### config.mk
export PLATFORM = sky130hd
export DESIGN_NAME = tmr_clk_select
export DESIGN_NICKNAME = d
export VERILOG_FILES = /design/src/rtl/tcs_pkg.sv /design/src/rtl/tcs_prescaler.sv /design/src/rtl/tcs_sync.sv /design/src/rtl/tcs_edge.sv /design/src/rtl/tmr_clk_select.sv
export SDC_FILE = /design/constraint.sdc
export NUM_CORES = 1
export LEC_CHECK = 0
export CORE_UTILIZATION = 25
export DETAILED_ROUTE_END_ITERATION = 10
export PLACE_DENSITY = 0.53
export SYNTH_ARGS = -nofsm -noshare
export SYNTH_HDL_FRONTEND = slang
export SYNTH_HIERARCHICAL = 1
export SYNTH_SLANG_ARGS = --single-unit
### constraint.sdc
create_clock -name clk -period 5.9 [get_ports clk]
set_input_delay 1.18 -clock clk [delete_from_list [all_inputs] [get_ports clk]]
set_output_delay 1.18 -clock clk [all_outputs]
set_load 0.02 [all_outputs]
### src/rtl/tcs_pkg.sv
`timescale 1ns/1ps
package tcs_pkg;
  typedef enum logic [3:0] {
    SRC_DIV1    = 4'd0,
    SRC_DIV4    = 4'd1,
    SRC_DIV16   = 4'd2,
    SRC_DIV64   = 4'd3,
    SRC_DIV256  = 4'd4,
    SRC_DIV1024 = 4'd5,
    SRC_DIV4096 = 4'd6,
    SRC_PIN0    = 4'd7,
    SRC_PIN1    = 4'd8,
    SRC_PIN2    = 4'd9,
    SRC_PIN3    = 4'd10,
    SRC_CASC    = 4'd11
  } src_e;

  // number of divided taps (/4 .. /4096)
  localparam int NUM_DIV = 6;
  localparam int MAP_BITS = 4;

  // code i sits at bits [4i +: 4]
  localparam logic [8*MAP_BITS-1:0] DEFAULT_MAP =
    {4'd11, 4'd4, 4'd8, 4'd7, 4'd3, 4'd2, 4'd1, 4'd0};
endpackage

### src/rtl/tcs_prescaler.sv
`timescale 1ns/1ps
module tcs_prescaler #(
  parameter int NUM_DIV = 6
) (
  input  logic               clk,
  input  logic               rst,
  output logic [NUM_DIV-1:0] tap_lvl
);
  localparam int CW = 2 * NUM_DIV;

  logic [CW-1:0] div_q;

  always_ff @(posedge clk) begin
    if (rst) div_q <= '0;
    else     div_q <= div_q + 1'b1;
  end

  // tap k is a square wave with period 4^(k+1)
  for (genvar k = 0; k < NUM_DIV; k++) begin : g_tap
    assign tap_lvl[k] = div_q[2*k+1];
  end
endmodule

### src/rtl/tcs_sync.sv
`timescale 1ns/1ps
module tcs_sync #(
  parameter int N_PINS = 4,
  parameter int STAGES = 2
) (
  input  logic              clk,
  input  logic              rst,
  input  logic [N_PINS-1:0] pin_in,
  output logic [N_PINS-1:0] pin_out
);
  for (genvar p = 0; p < N_PINS; p++) begin : g_pin
    logic [STAGES-1:0] chain;
    always_ff @(posedge clk) begin
      if (rst) chain <= '0;
      else     chain <= {chain[STAGES-2:0], pin_in[p]};
    end
    assign pin_out[p] = chain[STAGES-1];
  end
endmodule

### src/rtl/tcs_edge.sv
`timescale 1ns/1ps
module tcs_edge (
  input  logic       clk,
  input  logic       rst,
  input  logic       lvl,
  input  logic       reload,
  input  logic       enable,
  input  logic [1:0] mode,
  input  logic       bypass,
  input  logic       bypass_in,
  output logic       pulse
);
  logic hist;
  logic rise_hit;
  logic fall_hit;
  logic take;

  assign rise_hit = lvl & ~hist;
  assign fall_hit = ~lvl & hist;

  always_comb begin
    if (bypass)       take = bypass_in;
    else if (mode[1]) take = rise_hit | fall_hit;
    else if (mode[0]) take = fall_hit;
    else              take = rise_hit;
  end

  always_ff @(posedge clk) begin
    hist <= lvl;
    if (rst || reload || !enable) pulse <= 1'b0;
    else                          pulse <= take;
  end


  single_edge_gap_chk: assert property (@(posedge clk) disable iff (rst)
    (pulse && !mode[1] && !bypass) |=> !pulse);
endmodule

### src/rtl/tmr_clk_select.sv
`timescale 1ns/1ps
module tmr_clk_select
  import tcs_pkg::*;
#(
  parameter int                      N_EXT       = 4,
  parameter int                      SYNC_STAGES = 2,
  parameter logic [8*MAP_BITS-1:0]   SRC_MAP     = DEFAULT_MAP
) (
  input  logic             clk,
  input  logic             rst,
  input  logic [2:0]       sel_src,
  input  logic [1:0]       sel_edge,
  input  logic             phase_mode,
  input  logic [N_EXT-1:0] ext_clk,
  input  logic             casc_pulse,
  output logic             cnt_en
);
  localparam int PIN_BASE = int'(SRC_PIN0);

  logic [NUM_DIV-1:0] tap_lvl;
  logic [N_EXT-1:0]   pin_lvl;
  logic [2:0]         src_q;
  logic [1:0]         edge_q;
  logic               reload;
  src_e               src;
  logic               lvl;
  logic               bypass;
  logic               bypass_in;

  tcs_prescaler #(.NUM_DIV(NUM_DIV)) u_div (
    .clk(clk), .rst(rst), .tap_lvl(tap_lvl));

  tcs_sync #(.N_PINS(N_EXT), .STAGES(SYNC_STAGES)) u_sync (
    .clk(clk), .rst(rst), .pin_in(ext_clk), .pin_out(pin_lvl));

  assign src = src_e'(SRC_MAP[{sel_src, 2'b00} +: MAP_BITS]);

  always_ff @(posedge clk) begin
    src_q  <= sel_src;
    edge_q <= sel_edge;
  end

  assign reload = (sel_src != src_q) || (sel_edge != edge_q);

  always_comb begin
    lvl = 1'b0;
    if (src >= SRC_DIV4 && src <= SRC_DIV4096)
      lvl = tap_lvl[int'(src) - 1];
    else if (src >= SRC_PIN0 && int'(src) < PIN_BASE + N_EXT)
      lvl = pin_lvl[int'(src) - PIN_BASE];
  end

  assign bypass    = (src == SRC_DIV1) || (src == SRC_CASC);
  assign bypass_in = (src == SRC_CASC) ? casc_pulse : 1'b1;

  tcs_edge u_edge (
    .clk(clk), .rst(rst), .lvl(lvl), .reload(reload),
    .enable(!phase_mode), .mode(sel_edge), .bypass(bypass),
    .bypass_in(bypass_in), .pulse(cnt_en));


  phase_quiet_chk: assert property (@(posedge clk) disable iff (rst)
    phase_mode |=> !cnt_en);


  reload_quiet_chk: assert property (@(posedge clk) disable iff (rst)
    (sel_src != $past(sel_src) || sel_edge != $past(sel_edge)) |=> !cnt_en);


  full_rate_chk: assert property (@(posedge clk) disable iff (rst)
    (src == SRC_DIV1 && !phase_mode && !reload) |=> cnt_en);


  casc_follow_chk: assert property (@(posedge clk) disable iff (rst)
    (src == SRC_CASC && !phase_mode && !reload && casc_pulse) |=> cnt_en);
endmodule

==> flow_metrics.env <==
export IMPL_ff2ff_path_depth=8
export IMPL_diodes=0
export IMPL_hpwl_um=1559
export IMPL_grt_pass1_wl_um=3808
export IMPL_setup_viol=0
export IMPL_postCtsSetupBuffers=0
export IMPL_post_cts_resized=0
export IMPL_overflow=0
export IMPL_met2_usage_pct=13.36
export IMPL_grt_max_degree=23
export IMPL_use_met3_pct=1.796
export IMPL_gr_usage_all_layers_pct=8.100
export IMPL_leakage_nw=0.5719
export IMPL_dieArea_um2=5775
export IMPL_vias_per_cell=4.195
export IMPL_path_buf_inv=3
export IMPL_crit_fanout=8
export IMPL_async_flop_share_pct=0
export IMPL_antenna_found_initial=0
export IMPL_path_clk_slew_ps=90
export IMPL_ant_nets=0
export IMPL_cts_tree="built"
export IMPL_cts_buffers=3
export IMPL_crit_family="buffers and inverters"
export IMPL_finalPower_uw=344.5
export IMPL_drive_gt1_share_pct=12.00
export IMPL_cp_end_kind="flop"
export IMPL_fin_worst_hold_slack_ps=446.2
export IMPL_die_w_um=76.00
export IMPL_syn_avg_cell_area_um2=9.506
export IMPL_synth_seq_cells=27
export IMPL_synth_cell_type_count=39
export IMPL_skew_ps=2.003
export IMPL_timing_critical_path_required_ps=6070
export IMPL_syn_cell_area_um2=1369
export IMPL_h_tree_depth=1
export IMPL_wirelength_um=2162
export IMPL_synth_edf_count=0
export IMPL_max_stage_delay_ps=660
export IMPL_num_rows=26
export IMPL_drt_pre_antenna_iters=4
export IMPL_path_cells="clkdlybuf4s50_1 > inv_1 > ha_1 > nand2b_2 > o21ai_0 > ha_1 > or3b_2 > o21ai_0 > o2111ai_1 > o211ai_2 > inv_1 > ha_1 > mux2_1 > o21ai_1 > a21oi_1"
export IMPL_slew_headroom_pct=46.46
export IMPL_status="complete, no violations"
export IMPL_r2r_slack_ps=3810
export IMPL_hold_violations=0
export IMPL_fmax_ghz=0.2304
export IMPL_hold_path_end="u_sync/g_pin[1].chain[1]$_SDFF_PP0_"
export IMPL_final_nets=171
export IMPL_initial_core_util_pct=26.30
export IMPL_drc=0
export IMPL_syn_inst=144
export IMPL_layout_commonest_cell="dfxtp_1"
export IMPL_finalCriticalPeriod_ps=4340
export IMPL_core_area_um2=5205
export IMPL_slowest_stage="clkdlybuf4s50_1"
export IMPL_fin_tns_setup_ps=0
export IMPL_r2r_start="u_div/div_q[3]$_SDFF_PP0_"
export IMPL_min_period_over_period_pct=73.56
export IMPL_dieHeight_um=76.00
export IMPL_gp_congestion=0.7517
export IMPL_cp_start_kind="primary input"
export IMPL_final_cell_mix="dfxtp_1 (27), clkdlybuf4s50_1 (13), inv_1 (12)"
export IMPL_grt_busiest_layer="met2"
export IMPL_maxCapViolations=0
export IMPL_grt_pass1_vias=900
export IMPL_hold_class="reg2reg"
export IMPL_ioPinCount=14
export IMPL_insertion_delay_ps=270
export IMPL_instances_no_fill=220
export IMPL_rsz0062_at_grt="no"
export IMPL_finalMaxSlewViolations=0
export IMPL_min_from="u_sync/g_pin[1].chain[0]$_SDFF_PP0_"
export IMPL_synthToLayoutAreaGrowth_pct=13.53
export IMPL_root_buffer="clkbuf_8"
export IMPL_hold_buffers=0
export IMPL_worst_slew_pin_transition_ps=800.6
export IMPL_crit_path_frequent_cell="ha_1"
export IMPL_worstSetupPathType="in2reg"
export IMPL_hold_path_depth=1
export IMPL_gr_usage_met1_pct=9.919
export IMPL_synth_warnings=6
export IMPL_port_buffers=13
export IMPL_drt_initial_drc_count=16
export IMPL_peakVddDrop_uv=83.43
export IMPL_synth_fp_nets=164
export IMPL_cts_buffer_depth=2
export IMPL_r2r_end="u_edge/pulse$_SDFF_PP0_"
export IMPL_wire_per_inst_um=9.827
export IMPL_powerDensity_nw_per_um2=221.7
export IMPL_vias=923
export IMPL_clkSinkCount=27
export IMPL_placed_cells=216
export IMPL_synth_flop_cell="dfxtp_1"
export IMPL_yosysSeqAreaShare_pct=39.49
export IMPL_critPathArrivalTime_ps=4510
## sequential cells by signal, indices dropped and copies added, names as in the netlist
name                count
edge_q                  2
src_q                   3
u_div/div_q            12
u_edge/hist             1
u_edge/pulse            1
u_sync/g_pin.chain      8
## layer usage
metal,vias up,part of all wire [%]
li1,494,-
met1,416,51
met2,11,45
met3,2,1.7
met4,0,1.9
met5,-,0
## layout make-up
| cell class | instances | area [um^2] |
|---|---|---|
| clock buffers | 3 | 41.29 |
| clock inverters | 1 | 5.005 |
| fillers | 550 | 3651 |
| inverters | 13 | 51.30 |
| multi-input cells | 93 | 698.2 |
| flip-flops and latches | 27 | 540.5 |
| well taps | 70 | 87.58 |
| repair buffers | 13 | 130.1 |
## synthesized netlist by cell type, types with 2 or more instances
library cell  count  area, um^2
a21oi_1           8       40.04
or3_2             2       15.01
o2111ai_1         2       17.52
xor2_1            5       43.79
nand3_1           6       30.03
ha_1              7       87.58
nor2b_1          10       62.56
or4_1             2       15.01
xnor2_1           4       35.03
dfxtp_1          27       540.5
o21ai_0           8       40.04
nor2_1            7       26.28
inv_1            12       45.04
or3_1             2       12.51
or4b_1            2       20.02
buf_4            10       75.07
mux2_2            2       22.52
o31ai_1           2       15.01
nand2_1           6       22.52
## per-stage QoR
stage               cell area [um^2]  setup slack (ps)  utilization (%)
floorplan                       1369              2286                -
global placement                1508              1416            28.97
detailed placement              1508              1303            28.97
CTS                             1554              1561            29.86
global route                    1554              1299            29.86
finish                          1554              1560            29.86
## worst register-to-register path: cells and delay by family (launching register included)
family,cells,cell delay (ps)
compound gates,3,420
fa+ha+maj,1,190
buf+inv,2,150
flops,1,480
mux,2,770
## report_power, final
part	switching [mW]	internal (mW)
Combinational	0.0223	0.0243
Clock	0.0579	0.0473
Sequential	0.00395	0.189
Total	0.0842	0.260
## cell families (layout without fill, tap and decap cells)
kind of cell	count (synthesis)	count (layout)	share of synthesized area [%]
flops	27	27	39.49
buf+inv	24	30	9.506
compound gates	25	25	11.33
mux	5	5	4.844
simple gates	47	47	22.67
fa+ha+maj	7	7	6.398
xor+xnor	9	9	5.758
## worst max path at each step
stage | to | cells past startpoint | start
final | u_edge/pulse$_SDFF_PP0_ | 15 | sel_src[0]
after global routing | u_edge/pulse$_SDFF_PP0_ | 15 | sel_src[0]
after CTS | u_edge/pulse$_SDFF_PP0_ | 15 | sel_src[0]
after detailed placement | u_edge/pulse$_SDFF_PP0_ | 15 | sel_src[0]
after global placement | u_edge/pulse$_SDFF_PP0_ | 15 | sel_src[0]
after floorplan | u_edge/pulse$_SDFF_PP0_ | 14 | sel_src[0]
(Power assumes the default switching activity.)
